$ cat config.mk
export PLATFORM = sky130hd
export DESIGN_NAME = link_frame_tx
export DESIGN_NICKNAME = d
export VERILOG_FILES = /design/src/rtl/link_tx_pkg.sv /design/src/rtl/link_bit_counter.sv /design/src/rtl/link_sample_hold.sv /design/src/rtl/link_frame_builder.sv /design/src/rtl/link_frame_tx.sv
export SDC_FILE = /design/constraint.sdc
export NUM_CORES = 1
export LEC_CHECK = 0
export ABC_AREA = 1
export BUFFER_PORTS_ARGS = -buffer_cell sky130_fd_sc_hd__buf_2
export CAP_MARGIN = 5
export CORE_UTILIZATION = 35
export DETAILED_ROUTE_END_ITERATION = 10
export PLACE_DENSITY_LB_ADDON = 0.3
export REMOVE_ABC_BUFFERS = 1
export SYNTH_ARGS = -nofsm -noshare
export SYNTH_HDL_FRONTEND = slang
export SYNTH_SLANG_ARGS = --single-unit
$ cat constraint.sdc
create_clock -name clk_i -period 1.44 [get_ports clk_i]
set_clock_uncertainty 0.15 [all_clocks]
set_input_delay 0.216 -clock clk_i [delete_from_list [all_inputs] [get_ports clk_i]]
set_output_delay 0.216 -clock clk_i [all_outputs]
set_load 0.01 [all_outputs]
$ cat src/rtl/link_tx_pkg.sv
package link_tx_pkg;
  localparam int unsigned FRAME_BITS = 256;
  localparam int unsigned TAG_BITS   = 16;
  localparam int unsigned SLOT_BITS  = 20;
  localparam int unsigned NUM_SLOTS  = 12;
  localparam int unsigned USED_SLOTS = 4;
  localparam int unsigned IDX_W      = 7;
  localparam int unsigned DATA_W     = 16;
  localparam int unsigned ID_W       = 3;
  localparam int unsigned SHIFT_BITS = TAG_BITS + USED_SLOTS * SLOT_BITS;
  localparam int unsigned CNT_W      = $clog2(FRAME_BITS);

  // 16-bit payload left-justified in a 20-bit slot
  function automatic logic [SLOT_BITS-1:0] pack_word(input logic [DATA_W-1:0] d);
    return {d, {(SLOT_BITS-DATA_W){1'b0}}};
  endfunction
endpackage

$ cat src/rtl/link_bit_counter.sv
module link_bit_counter
  import link_tx_pkg::*;
(
  input  logic             clk_i,
  input  logic             rst_ni,
  output logic [CNT_W-1:0] cnt_o,
  output logic             start_o,
  output logic             tag_o
);
  logic [CNT_W-1:0] cnt_q;

  always_ff @(posedge clk_i or negedge rst_ni) begin
    if (!rst_ni)                                cnt_q <= '0;
    else if (cnt_q == CNT_W'(FRAME_BITS - 1))   cnt_q <= '0;
    else                                        cnt_q <= cnt_q + 1'b1;
  end

  assign cnt_o   = cnt_q;
  assign start_o = (cnt_q == '0);
  assign tag_o   = (cnt_q < CNT_W'(TAG_BITS));
endmodule

$ cat src/rtl/link_sample_hold.sv
module link_sample_hold
  import link_tx_pkg::*;
(
  input  logic              clk_i,
  input  logic              rst_ni,
  input  logic              load_i,
  input  logic [DATA_W-1:0] left_i,
  input  logic [DATA_W-1:0] right_i,
  input  logic              take_i,
  output logic              have_o,
  output logic [DATA_W-1:0] left_o,
  output logic [DATA_W-1:0] right_o
);
  logic              have_q;
  logic [DATA_W-1:0] left_q, right_q;

  always_ff @(posedge clk_i or negedge rst_ni) begin
    if (!rst_ni) begin
      have_q  <= 1'b0;
      left_q  <= '0;
      right_q <= '0;
    end else begin
      if (load_i) begin
        have_q  <= 1'b1;
        left_q  <= left_i;
        right_q <= right_i;
      end else if (take_i) begin
        have_q  <= 1'b0;
      end
    end
  end

  assign have_o  = have_q;
  assign left_o  = left_q;
  assign right_o = right_q;
endmodule

$ cat src/rtl/link_frame_builder.sv
module link_frame_builder
  import link_tx_pkg::*;
#(
  parameter logic [ID_W-1:0] CODEC_ID = '0
) (
  input  logic                  cmd_vld_i,
  input  logic                  cmd_rd_i,
  input  logic [IDX_W-1:0]      cmd_idx_i,
  input  logic [DATA_W-1:0]     cmd_wdata_i,
  input  logic                  pcm_vld_i,
  input  logic [DATA_W-1:0]     pcm_left_i,
  input  logic [DATA_W-1:0]     pcm_right_i,
  output logic [SHIFT_BITS-1:0] frame_o
);
  localparam int unsigned PAD_W = SLOT_BITS - 1 - IDX_W;

  logic [NUM_SLOTS-1:0] slot_vld;  // index 0 = slot 1
  logic [TAG_BITS-1:0]  tag;
  logic [SLOT_BITS-1:0] s_addr, s_data, s_left, s_right;

  always_comb begin
    slot_vld    = '0;
    slot_vld[0] = cmd_vld_i;
    slot_vld[1] = cmd_vld_i;
    slot_vld[2] = pcm_vld_i;
    slot_vld[3] = pcm_vld_i;
  end

  assign tag[TAG_BITS-1] = |slot_vld;
  assign tag[ID_W-1:0]   = CODEC_ID;
  for (genvar k = 0; k < NUM_SLOTS; k++) begin : g_tag
    assign tag[TAG_BITS-2-k] = slot_vld[k];
  end

  assign s_addr  = cmd_vld_i ? {cmd_rd_i, cmd_idx_i, {PAD_W{1'b0}}} : '0;
  assign s_data  = cmd_vld_i ? pack_word(cmd_wdata_i) : '0;
  assign s_left  = pcm_vld_i ? pack_word(pcm_left_i)  : '0;
  assign s_right = pcm_vld_i ? pack_word(pcm_right_i) : '0;

  assign frame_o = {tag, s_addr, s_data, s_left, s_right};
endmodule

$ cat src/rtl/link_frame_tx.sv
module link_frame_tx
  import link_tx_pkg::*;
#(
  parameter logic [ID_W-1:0] CODEC_ID = '0
) (
  input  logic              clk_i,
  input  logic              rst_ni,
  input  logic              cmd_valid_i,
  input  logic              cmd_rd_i,
  input  logic [IDX_W-1:0]  cmd_idx_i,
  input  logic [DATA_W-1:0] cmd_wdata_i,
  output logic              cmd_ack_o,
  output logic              pcm_req_o,
  input  logic              pcm_valid_i,
  input  logic [DATA_W-1:0] pcm_left_i,
  input  logic [DATA_W-1:0] pcm_right_i,
  output logic              sync_o,
  output logic              sdata_o
);
  logic [CNT_W-1:0]      bit_cnt;
  logic                  start, in_tag;
  logic                  have_pair;
  logic [DATA_W-1:0]     hold_l, hold_r;
  logic [SHIFT_BITS-1:0] frame, shreg_q;

  link_bit_counter u_cnt (
    .clk_i   (clk_i),
    .rst_ni  (rst_ni),
    .cnt_o   (bit_cnt),
    .start_o (start),
    .tag_o   (in_tag)
  );

  link_sample_hold u_hold (
    .clk_i   (clk_i),
    .rst_ni  (rst_ni),
    .load_i  (pcm_valid_i),
    .left_i  (pcm_left_i),
    .right_i (pcm_right_i),
    .take_i  (start),
    .have_o  (have_pair),
    .left_o  (hold_l),
    .right_o (hold_r)
  );

  link_frame_builder #(.CODEC_ID(CODEC_ID)) u_build (
    .cmd_vld_i   (cmd_valid_i),
    .cmd_rd_i    (cmd_rd_i),
    .cmd_idx_i   (cmd_idx_i),
    .cmd_wdata_i (cmd_wdata_i),
    .pcm_vld_i   (have_pair),
    .pcm_left_i  (hold_l),
    .pcm_right_i (hold_r),
    .frame_o     (frame)
  );

  // outputs change on the rising edge; codec samples on the falling edge
  always_ff @(posedge clk_i or negedge rst_ni) begin
    if (!rst_ni) begin
      shreg_q   <= '0;
      sdata_o   <= 1'b0;
      sync_o    <= 1'b0;
      cmd_ack_o <= 1'b0;
      pcm_req_o <= 1'b0;
    end else begin
      sync_o    <= in_tag;
      cmd_ack_o <= start & cmd_valid_i;
      pcm_req_o <= start;
      if (start) begin
        sdata_o <= frame[SHIFT_BITS-1];
        shreg_q <= {frame[SHIFT_BITS-2:0], 1'b0};
      end else begin
        sdata_o <= shreg_q[SHIFT_BITS-1];
        shreg_q <= {shreg_q[SHIFT_BITS-2:0], 1'b0};
      end
    end
  end
endmodule

==> Word-level counts from Yosys, hierarchy flattened <==
Index checks and enable logic that the tools add are counted.
{ "classes": {"magnitude_cmp": 1, "n_div": 0, "n_bitwise": 1, "shift": 0, "eq_ne": 1, "n_mux": 9, "multipliers": 0, "n_reduce_logical": 3, "add_sub_neg": 1} }
{ "op_table": {"columns": ["cell", "count"], "rows": [
  ["96-bit two-way mux", 1],
  ["20-bit two-way mux", 4],
  ["8-bit by 1-bit adder with 8-bit output, second input constant", 1],
  ["8-bit equality test, second input constant", 1],
  ["8-bit logical NOT", 1],
  ["8-bit by 5-bit < comparator with 1-bit output, second input constant", 1],
  ["8-bit two-way mux", 1],
  ["1-bit two-way mux", 3],
  ["2-bit nonzero test", 1],
  ["2-bit OR reduction", 1],
  ["1-bit bitwise AND", 1]
]} }
{ "totals": {"n_memories": 0, "regBits": 141, "wordCells": 25, "mem_bits_ro": 0, "latch_bits": 0, "ram_bits": 0, "inputBits": 60, "output_inout_bits": 4} }

==> Logic depth before layout (Yosys ltp) <==
Gate-level depths: netlist (run 1).
{ "depth": {"depth_word": 3, "ltp_mapped": 8, "ltp_nobuf": 7} }

==> Hierarchy <==
From an unflattened synthesis (run 1), not the netlist that was laid out.
{ "unflattened": {"hier_cells": 767, "area_unflattened_um2": 6279.8} }
{ "modules_own_cells": {"columns": ["mod", "seq_area_each_um2", "n_inst", "cells_per_inst", "area_per_inst_um2"], "rows": [
  ["link_frame_tx", 2477.4, 1, 410, 3702.3],
  ["link_sample_hold", 825.8, 1, 140, 1326.3],
  ["link_frame_builder", 0.0, 1, 162, 832.0],
  ["link_bit_counter", 200.2, 1, 55, 419.2]
]} }

==> Worst setup path before layout (run 1) <==
No wires, ideal clock.
{ "synth_timing": {"kind": "register -> register", "startpoint": "register u_cnt.cnt_q[0] (netlist: u_cnt.cnt_o[0])", "endpoint": "register shreg_q[5]", "path_stages_with_launch": 8, "path_slack_ps": 64, "required_time_ps": 1218, "n_path_buf": 1, "setup_time_ps": 72, "synth_period_minus_slack_ps": 1376, "t_arrival_ps": 1155, "cell_sequence": "dfrtp_1 > inv_1 > ha_1 > nand2_1 > nor2_4 > buf_4 > nand2_1 > nor2_1"} }
{ "synth_between": {"elab_chain_len": 2} }
{ "synth_rtl": {"columns": ["item", "line_no", "text"], "rows": [
  ["start, declared", "link_bit_counter.sv:10", "logic [CNT_W-1:0] cnt_q;"],
  ["start signal, assigned", "link_bit_counter.sv:15", "else cnt_q <= cnt_q + 1'b1;"],
  ["8-bit logical NOT", "link_bit_counter.sv:19", "assign start_o = (cnt_q == '0);"],
  ["96-bit two-way mux", "link_frame_tx.sv:69", "if (start) begin"],
  ["end signal, assigned", "link_frame_tx.sv:71", "shreg_q <= {frame[SHIFT_BITS-2:0], 1'b0};"],
  ["end signal, assigned", "link_frame_tx.sv:74", "shreg_q <= {shreg_q[SHIFT_BITS-2:0], 1'b0};"],
  ["end, declared", "link_frame_tx.sv:24", "logic [SHIFT_BITS-1:0] frame, shreg_q;"]
]} }
No other way between the ends.
A chain may end at the register's enable or synchronous reset.

==> Final worst setup path (run 1) <==
{ "layout_timing": {"startpoint": "register u_cnt.cnt_q[0] (netlist: u_cnt.cnt_o[0])", "endpoint": "register shreg_q[77]"} }
The elaborated chain is that of the path after synthesis.

==> results.py, run 1 <==
metrics = {
    "run_status": {
        "outcome": "finished, violations left",
        "violations": "setup timing",
    },
    "sta": {
        "fmax_mhz": 664,
        "hold_viol": 0,
        "relSlewSlack": 0.683,
        "fin_crit_ns": 1.51,
        "tightest_slew_ns": 0.475,
        "fin_ws_ns": -0.0671,
        "setup_viol": 78,
        "fin_crit_sh": 1.05,
        "worst_hold_slack_ns": 0.0143,
        "report.final.slew_viol_count": 0,
        "rsz0062_at_grt": "true",
    },
    "floorplanning": {
        "ios": 64,
        "num_rows": 45,
        "dieArea_um2": 16200,
        "fp.dieH_um": 127,
        "die_x_um": 127,
        "coreArea_um2": 15300,
        "start_util": 0.359,
    },
    "clocking": {
        "clockBufferDepth": 2,
        "clockRootBuffer": "clkbuf_16",
        "cts_tree": "yes",
        "cts_sinks": 136,
        "path_clk_slew_ns": 0.05,
        "cts_inserted_buffers": 17,
        "insertion_delay_ns": 0.41,
        "htreeDepth": 4,
    },
    "setup_path": {
        "worstSetupPathType": "flop to flop",
        "cp_max_fo": 7,
        "cp.arrival_ns": 1.70,
        "cpMaxStageDelayCell": "dfrtp_1",
        "crit_top_cell": "clkbuf_16",
        "crit_chain": "inv_2, ha_4, nand2_4, nor2_4, clkbuf_16, clkbuf_16, nand2_2, nand2_1",
        "start_kind": "flop",
        "critPathMaxStageDelay_ns": 0.39,
        "worstSetupEndpointType": "flop",
        "cp.required_ns": 1.64,
    },
    "global_routing": {
        "antenna_found_initial": 0,
        "grt_pass1_wl_um": 18300,
        "overflow": 0,
        "grt_max_degree": 41,
        "grt_usage": 0.147,
        "grt_pass1_vias": 4017,
    },
    "logic_synthesis": {
        "synth-edff-count": 0,
        "yosysTopAreaCell": "dfrtp_1",
        "avgSynthCellArea_um2": 8.22,
        "seq_area_frac_synth": 0.621,
        "ys_types": 16,
        "synthTopCellsByCount": "343 x nand2_1, 136 x dfrtp_1, 100 x inv_1, 47 x nor2_1",
        "yosys_warnings": 0,
        "yosysMostFrequentCell": "nand2_1",
        "netlist_area_um2": 5480,
        "synth_area_leaders": "dfrtp_1 62%, nand2_1 23%, inv_1 6.8%, nor2_1 3.2%, buf_2 1.0%",
        "synthCells": 667,
        "yosys_most_used_dff": "dfrtp_1",
        "synth_top_cell_area_share": 0.621,
        "async_reset_ff_frac": 1.00,
        "synth_seq_cells": 136,
    },
    "route": {
        "drt_pass1_iterations": 4,
        "vias": 4177,
        "drt_iter0_drc": 270,
        "ant_nets": 0,
        "drt-total-wl_um": 11300,
        "drc": 0,
        "wl_per_cell_um": 10.9,
        "drt-vias-per-instance": 4.03,
    },
    "pwr": {
        "power_leakage_uw": 0.00456,
        "peakVddDrop_mv": 0.752,
        "powerDensity_nw_per_um2": 1110,
    },
    "place": {
        "dp.cells": 936,
        "numPortBuffers": 63,
        "dpl.hpwl_um": 6170,
        "place.gp.congestion": 0.729,
    },
    "final_layout": {
        "nets": 879,
        "drive_above_1_share": 0.211,
        "antenna_cells": 0,
        "fin_cells": 1036,
        "syn_to_final_growth_pct": 43.1,
    },
    "worst_hold_path": {
        "hold_class": "primary input to flop",
    },
    "run": {
        "drv_cap": 0,
    },
}
[final cells by class]
| cell class | count | area [um2] |
|---|---|---|
| Fill cell | 1381 | 7410 |
| Sequential cell | 136 | 3400 |
| Multi-Input combinational cell | 402 | 1740 |
| Timing Repair Buffer | 160 | 1510 |
| Clock buffer | 24 | 522 |
| Inverter | 100 | 375 |
| Tap cell | 211 | 264 |
| Clock inverter | 3 | 40.0 |
[kinds of logic after synthesis]
| family | synth area share |
|---|---|
| and+or+nand+nor | 0.273 |
| buffers and inverters | 0.0956 |
| adders and majority gates | 0.00456 |
| xor gates and xnor gates | 0.00319 |
| DFF | 0.621 |
| AOI/OAI and AO/OA | 0.00274 |
[state kept, by name (all words and copies together), names as in the netlist]
name	cells
shreg_q	91
sync_o	1
cmd_ack_o	1
pcm_req_o	1
u_cnt.cnt_o	8
u_hold.left_o	16
sdata_o	1
u_hold.have_o	1
u_hold.right_o	16
[cells in the final DEF, fill, tap and decap left out]
| cell | count |
|---|---|
| o21ai_1 | 1 |
| nand3_1 | 2 |
| ha_4 | 1 |
| buf_12 | 9 |
| dlygate4sd3_1 | 63 |
| clkbuf_8 | 7 |
| nor2_1 | 38 |
| buf_2 | 62 |
| buf_16 | 4 |
| clkbuf_16 | 23 |
| inv_2 | 6 |
| nand3b_1 | 1 |
| a21oi_1 | 1 |
| bufinv_16 | 1 |
| nor2_4 | 7 |
| nand2_1 | 312 |
| dfrtp_1 | 136 |
| nor2_2 | 3 |
| nand2_4 | 7 |
| clkinv_2 | 2 |
| buf_4 | 14 |
| ha_2 | 1 |
| inv_1 | 94 |
| nand2_2 | 25 |
| o21ai_0 | 1 |
| buf_6 | 2 |
| xor2_1 | 2 |
[stage by stage]
| stage | cell area (um2) | power [uW] | worst slack [ns] | setup TNS [ns] | utilization |
|---|---|---|---|---|---|
| floorplan | 5340 | 4260 | -0.777 | -60.18 | - |
| finish | 7850 | 8720 | -0.0671 | -2.05 | 0.514 |
| CTS | 7510 | 8790 | -0.0636 | -2.30 | 0.492 |
| global route | 7850 | 9090 | -0.132 | -8.66 | 0.514 |
| detailed placement | 6230 | 4530 | -0.107 | -2.71 | 0.408 |
| global placement | 6230 | 4530 | -0.0449 | -0.314 | 0.408 |
[layer usage]
metal / wire, um / GRT usage / vias up / part of all wire
met2: 5180 / 0.236 / 62 / 0.46
met3: 309 / 0.0373 / 15 / 0.027
met1: 5650 / 0.189 / 1891 / 0.50
li1: - / - / 2209 / -
met5: 0 / 0 / - / 0
met4: 163 / 0.0672 / 0 / 0.014
[critical path: cells and delay by family (launching register included)]
kind          cells  cell delay [ns]
buf+inv           3             0.44
simple gates      4             0.34
flops             1             0.39
fa+ha+maj         1             0.13
[worst paths after layout]
| check | cells after the start | startpoint | endpoint | slack [ns] |
|---|---|---|---|---|
| setup / recovery | 8 | u_cnt.cnt_o[0] | shreg_q[77] | -0.07 |
| hold / removal | 3 | pcm_valid_i | u_hold.left_o[12] | 0.01 |
| setup reg to reg | 8 | u_cnt.cnt_o[0] | shreg_q[77] | -0.07 |
| hold reg to reg | 2 | shreg_q[57] | shreg_q[58] | 0.29 |
| max in group asynchronous | 3 | rst_ni | u_hold.right_o[0] | 0.53 |
| min in group asynchronous | 2 | rst_ni | u_hold.left_o[11] | 0.10 |
[power breakdown]
part	internal, uW	switching, uW
clock network	2640	1460
logic	298	298
registers	3960	57.9
total	6900	1820
[repair_timing]
item,4_1_cts,5_1_grt
resized for setup,9,57
hold buffers,63,0
endpoints found under the setup margin,94,100
setup buffers,1,0
cloned,2,7
endpoints found under the hold margin,192,0
pin swaps,1,42
No activity file was read; power rests on OpenSTA's default activity.
==> inputs of run 2 (changes only) <==
--- a/config.mk
+++ b/config.mk
@@ -6,12 +6,15 @@
 export NUM_CORES = 1
 export LEC_CHECK = 0
 export ABC_AREA = 1
+export ABC_CLOCK_PERIOD_IN_PS = 1440
 export BUFFER_PORTS_ARGS = -buffer_cell sky130_fd_sc_hd__buf_2
 export CAP_MARGIN = 5
 export CORE_UTILIZATION = 35
 export DETAILED_ROUTE_END_ITERATION = 10
+export MAX_ROUTING_LAYER = met4
 export PLACE_DENSITY_LB_ADDON = 0.3
 export REMOVE_ABC_BUFFERS = 1
+export SLEW_MARGIN = 0
 export SYNTH_ARGS = -nofsm -noshare
 export SYNTH_HDL_FRONTEND = slang
 export SYNTH_SLANG_ARGS = --single-unit
==> results.py, run 2 (synthesis gave the netlist of run 1 again) <==
metrics = {
    "sta": {
        "fin_crit_sh": 1.05,
        "worst_hold_slack_ns": 0.0184,
        "relSlewSlack": 0.683,
        "hold_viol": 0,
        "setup_viol": 80,
        "fmax_mhz": 663,
        "tightest_slew_ns": 0.475,
        "fin_crit_ns": 1.51,
        "report.final.slew_viol_count": 0,
        "rsz0062_at_grt": "true",
        "fin_ws_ns": -0.0673,
    },
    "final_layout": {
        "top_register": "shreg_q",
        "final_common_cell": "nand2_1",
        "fillers": 1381,
        "fin_cells": 1036,
        "drive_above_1_share": 0.207,
        "antenna_cells": 0,
        "final_util": 0.514,
        "final_cell_mix": "316 x nand2_1, 136 x dfrtp_1, 94 x inv_1",
        "largest_reg_flops": 91,
        "syn_to_final_growth_pct": 43.0,
        "seq_area_um2": 3400,
        "nets": 879,
        "multi_input_area_um2": 1730,
    },
    "worst_hold_path": {
        "hold_class": "primary input to flop",
        "hold_depth": 3,
    },
    "setup_path": {
        "reg2regPathDepth": 8,
        "cp_max_fo": 7,
        "start_kind": "flop",
        "cp.arrival_ns": 1.70,
        "critPathMaxStageDelay_ns": 0.39,
        "worstSetupEndpointType": "flop",
        "path_buf_inv": 3,
        "worstSetupPathType": "flop to flop",
        "crit_cells": 8,
        "crit_top_cell": "clkbuf_16",
        "crit_chain": "inv_2, ha_4, nand2_4, nor2_4, clkbuf_16, clkbuf_16, nand2_2, nand2_1",
        "cpMaxStageDelayCell": "dfrtp_1",
        "cp.required_ns": 1.63,
        "cpLargestDelayFamily": "buffers and inverters",
    },
    "global_routing": {
        "grt_pass1_vias": 4017,
        "antenna_found_initial": 0,
        "grt_max_degree": 41,
        "grt_usage": 0.152,
        "overflow": 0,
        "grt_pass1_wl_um": 18400,
    },
    "floorplanning": {
        "coreArea_um2": 15300,
        "num_rows": 45,
        "dieArea_um2": 16200,
        "start_util": 0.359,
        "ios": 64,
        "fp.dieH_um": 127,
        "die_x_um": 127,
    },
    "place": {
        "pre_cts_ws_ns": -0.107,
        "dpl.hpwl_um": 6170,
        "dp.cells": 936,
        "numPortBuffers": 63,
        "place.gp.congestion": 0.738,
    },
    "clocking": {
        "htreeDepth": 4,
        "insertion_delay_ns": 0.41,
        "clockBufferDepth": 2,
        "cts_tree": "yes",
        "path_clk_slew_ns": 0.05,
        "cts_sinks": 136,
        "clockRootBuffer": "clkbuf_16",
        "cts_inserted_buffers": 17,
    },
    "route": {
        "ant_nets": 0,
        "drt-total-wl_um": 11300,
        "vias": 4179,
        "drc": 0,
        "wl_per_cell_um": 10.9,
        "drt-vias-per-instance": 4.03,
        "drt_iter0_drc": 267,
        "drt_pass1_iterations": 5,
    },
    "run_status": {
        "violations": "setup timing",
        "outcome": "finished, violations left",
    },
    "pwr": {
        "power_leakage_uw": 0.00455,
        "peakVddDrop_mv": 0.748,
        "powerDensity_nw_per_um2": 1110,
    },
    "run": {
        "drv_cap": 0,
    },
}
==> run 2: cell counts in the layout (fill, tap and decap cells not counted) <==
Identical to the previous run, type by type.
==> run 2: repair_timing <==
item / CTS / global route
hold endpoints to repair: 192 / 0
pin swaps: 1 / 36
setup buffers: 1 / 0
setup endpoints to repair: 94 / 100
hold buffers: 63 / 0
gates cloned: 2 / 7
gates resized for setup: 9 / 54
==> run 2: final timing paths <==
check	to	slack, ns	start
hold reg to reg	shreg_q[46]	0.29	shreg_q[45]
max in group asynchronous	u_hold.right_o[0]	0.53	rst_ni
setup reg to reg	shreg_q[77]	-0.07	u_cnt.cnt_o[0]
hold / removal	u_hold.left_o[12]	0.02	pcm_valid_i
min in group asynchronous	u_hold.left_o[11]	0.10	rst_ni
setup / recovery	shreg_q[77]	-0.07	u_cnt.cnt_o[0]
==> run 2: cell type report <==
class | instances | area share
Sequential cell | 136 | 0.434
Timing Repair Buffer | 160 | 0.192
Clock buffer | 24 | 0.0665
Multi-Input combinational cell | 402 | 0.220
Inverter | 100 | 0.0479
Clock inverter | 3 | 0.00511
Tap cell | 211 | 0.0337
==> run 2: layer usage <==
layer  global-route usage  share of wire  vias to the layer above
li1                     -              -                     2209
met1                0.189           0.50                     1897
met2                0.236           0.46                       62
met3               0.0369          0.027                       11
met4               0.0672          0.011                        0
met5                    -              0                        -
==> run 2: stage by stage <==
step           TNS (ns)  power [uW]  cell area, um2
4_1_cts           -2.30        8790            7510
6_report          -2.08        8710            7840
3_3_place_gp     -0.314        4530            6230
2_1_floorplan    -60.18        4260            5340
5_1_grt           -8.65        9090            7840
3_5_place_dp      -2.71        4530            6230
==> run 2: worst min-delay path, delay by kind of cell <==
kind | cells | cell delay (ns)
simple gates | 2 | 0.15
buf+inv | 1 | 0.16
==> run 2: where the power goes <==
part / total (uW) / internal (uW) / switching [uW] / leakage, uW
clock network: 4100 / 2640 / 1460 / 0.000282
logic: 595 / 298 / 297 / 0.00249
registers: 4020 / 3960 / 57.9 / 0.00178
==> inputs of run 3 (changes only) <==
--- a/config.mk
+++ b/config.mk
@@ -17,4 +17,5 @@
 export SLEW_MARGIN = 0
 export SYNTH_ARGS = -nofsm -noshare
 export SYNTH_HDL_FRONTEND = slang
+export SYNTH_HIERARCHICAL = 1
 export SYNTH_SLANG_ARGS = --single-unit
==> results.py, run 3 <==
metrics = {
    "run_status": {
        "outcome": "finished, violations left",
        "violations": "setup timing",
    },
    "setup_path": {
        "cp.required_ns": 1.59,
        "worstSetupPathType": "flop to flop",
        "worstReg2RegStart": "u_cnt/cnt_o[5]",
        "r2r-end": "shreg_q[86]",
        "reg2regPathDepth": 7,
        "start_kind": "flop",
        "cp_max_fo": 31,
        "cp.arrival_ns": 1.67,
        "r2r_slack_ns": -0.09,
        "worstSetupEndpointType": "flop",
    },
    "final_layout": {
        "final_cell_mix": "440 x nand2_1, 140 x dfrtp_1, 69 x inv_1",
        "top_register": "shreg_q",
        "postLayoutCellArea_um2": 7970,
        "syn_to_final_growth_pct": 26.9,
        "fillers": 1724,
        "final_util": 0.457,
        "largest_reg_flops": 95,
        "antenna_cells": 0,
        "drive_above_1_share": 0.160,
        "nets": 957,
        "final_common_cell": "nand2_1",
    },
    "logic_synthesis": {
        "synth_seq_cells": 140,
        "avgSynthCellArea_um2": 8.19,
        "yosysMostFrequentCell": "nand2_1",
        "synth-xor-area-share": 0.00279,
        "yosysTopAreaCell": "dfrtp_1",
        "synth_top_cell_area_share": 0.558,
        "synth.area.mux_share": 0,
        "synth-simple-area-share": 0.292,
        "synth_compound_area_frac": 0.000797,
        "synth_top_family_by_area": "simple AND/OR/NAND/NOR gates",
        "netlist_area_um2": 6280,
        "yosys_most_used_dff": "dfrtp_1",
        "synthCells": 767,
        "ys_types": 23,
        "synthTopCellsByCount": "441 x nand2_1, 140 x dfrtp_1, 70 x inv_1, 50 x buf_4",
        "async_reset_ff_frac": 1.00,
        "synth_area_leaders": "dfrtp_1 56%, nand2_1 26%, buf_4 6.0%, inv_1 4.2%, nand2_2 1.4%",
        "synth-edff-count": 0,
        "seq_area_frac_synth": 0.558,
        "yosys_warnings": 6,
        "synth-adder-area-share": 0.00398,
    },
    "sta": {
        "hold_viol": 0,
        "report.final.slew_viol_count": 0,
        "fin_crit_sh": 1.06,
        "fin_ws_ns": -0.0861,
        "setup_viol": 96,
        "fmax_mhz": 655,
        "rsz0062_at_grt": "true",
        "fin_crit_ns": 1.53,
    },
    "floorplanning": {
        "start_util": 0.361,
        "dieArea_um2": 18500,
        "die_x_um": 136,
        "coreArea_um2": 17400,
        "ios": 64,
        "num_rows": 48,
        "fp.dieH_um": 136,
    },
    "route": {
        "drt-total-wl_um": 11600,
        "wl_per_cell_um": 10.2,
        "vias": 4499,
        "wl_met1_um": 5810,
        "drt_pass1_iterations": 4,
        "drt_iter0_drc": 199,
        "drc": 0,
        "highest_layer": "met4",
        "wl_met2_um": 5320,
        "drt-vias-per-instance": 3.97,
        "ant_nets": 0,
        "wl_met3_um": 359,
    },
    "global_routing": {
        "grt_usage": 0.146,
        "grt_pass1_vias": 4683,
        "overflow": 0,
        "antenna_found_initial": 0,
        "grt_pass1_wl_um": 20500,
        "grt_max_degree": 53,
    },
    "clocking": {
        "path_clk_slew_ns": 0.06,
        "htreeDepth": 4,
        "cts_sinks": 140,
        "cts_setup_buffers": 0,
        "insertion_delay_ns": 0.41,
        "clockBufferDepth": 2,
        "cts_inserted_buffers": 17,
        "clockRootBuffer": "clkbuf_16",
        "cts_tree": "yes",
    },
    "pwr": {
        "power_uw": 9220,
        "power_leakage_uw": 0.00475,
        "peakVddDrop_mv": 0.765,
        "powerDensity_nw_per_um2": 1160,
    },
    "worst_hold_path": {
        "hold_depth": 3,
        "holdPathEnd": "u_hold/have_o",
        "hold_start": "pcm_valid_i",
        "hold_class": "primary input to flop",
    },
    "place": {
        "dpl.hpwl_um": 7120,
        "place.gp.congestion": 0.735,
        "numPortBuffers": 63,
        "place_area_um2": 6740,
    },
    "run": {
        "drv_cap": 0,
    },
}
==> run 3: changes by cell type after synthesis, sizes merged <==
cell    delta
inv       -28
dfrtp      +4
nand2    +111
and2       +1
nor2      -33
buf       +51
and3       +1
conb       +1
clkbuf     -6
o21ai      -2
==> run 3: worst max path at each step <==
stage                   startpoint           to  slack (ns)  cells past startpoint
finish              u_cnt/cnt_o[5]  shreg_q[86]       -0.09                      7
global route        u_cnt/cnt_o[5]  shreg_q[60]       -0.20                      6
CTS                 u_cnt/cnt_o[5]  shreg_q[60]       -0.09                      6
detailed placement  u_cnt/cnt_o[5]  shreg_q[65]       -0.07                      7
global placement    u_cnt/cnt_o[5]  shreg_q[17]       -0.04                      6
floorplan           u_cnt/cnt_o[5]      sdata_o       -2.16                      6
==> run 3: where the power goes <==
group | switching (uW) | internal, uW | leakage [uW]
clock | 1610 | 2850 | 0.000295
sequential | 68.5 | 4080 | 0.00181
combinational | 309 | 298 | 0.00264
==> run 3: repair_timing <==
action                                  4_1_cts  5_1_grt
gates cloned                                  0        1
pin swaps                                     0        1
endpoints found under the setup margin       96      100
hold buffers                                 57        0
endpoints found under the hold margin       196        0
resized for setup                             2        5
==> run 3: routing by layer <==
layer | up-vias | GRT usage
li1 | 2408 | -
met1 | 2021 | 0.178
met2 | 62 | 0.235
met3 | 8 | 0.0391
met4 | 0 | 0.0481
met5 | - | -
==> run 3: cell type report <==
cell class | count | area, um2 | area share
clock buffer | 21 | 470 | 0.0591
inverter | 72 | 283 | 0.0355
multi-input combinational | 515 | 2020 | 0.254
clock inverter | 11 | 141 | 0.0177
timing repair buffer | 149 | 1260 | 0.159
sequential | 140 | 3500 | 0.440
tap | 225 | 282 | 0.0353
==> run 3: critical path, cell delays in order (launching register included) <==
cell and delay, ns:
dfrtp_1 0.39, nor2_1 0.10, and2_4 0.15, and3_4 0.25
inv_6 0.08, buf_12 0.17, nand2_1 0.07, nand2_1 0.06
==> run 3: kinds of logic (layout without fill, tap and decap cells) <==
group                    after synthesis  in the layout
AO/OA/AOI/OAI                          1              1
XOR/XNOR                               2              2
adder cells (fa/ha/maj)                2              2
buffers and inverters                146            253
flip-flops                           140            140
other                                  1             35
AND/OR/NAND/NOR                      475            475
==> run 3: per-stage QoR <==
step / setup slack (ns) / hold WS [ns] / TNS [ns] / std cells
6_report: -0.0861 / 0.0478 / -5.31 / 1133
5_1_grt: -0.198 / 0.0536 / -15.99 / 1133
4_1_cts: -0.0925 / 0.0326 / -5.48 / 1132
3_5_place_dp: -0.0673 / 0.0200 / -3.98 / 1043
3_3_place_gp: -0.0406 / 0.0201 / -1.32 / 1043
2_1_floorplan: -2.16 / -0.230 / -209.10 / 727
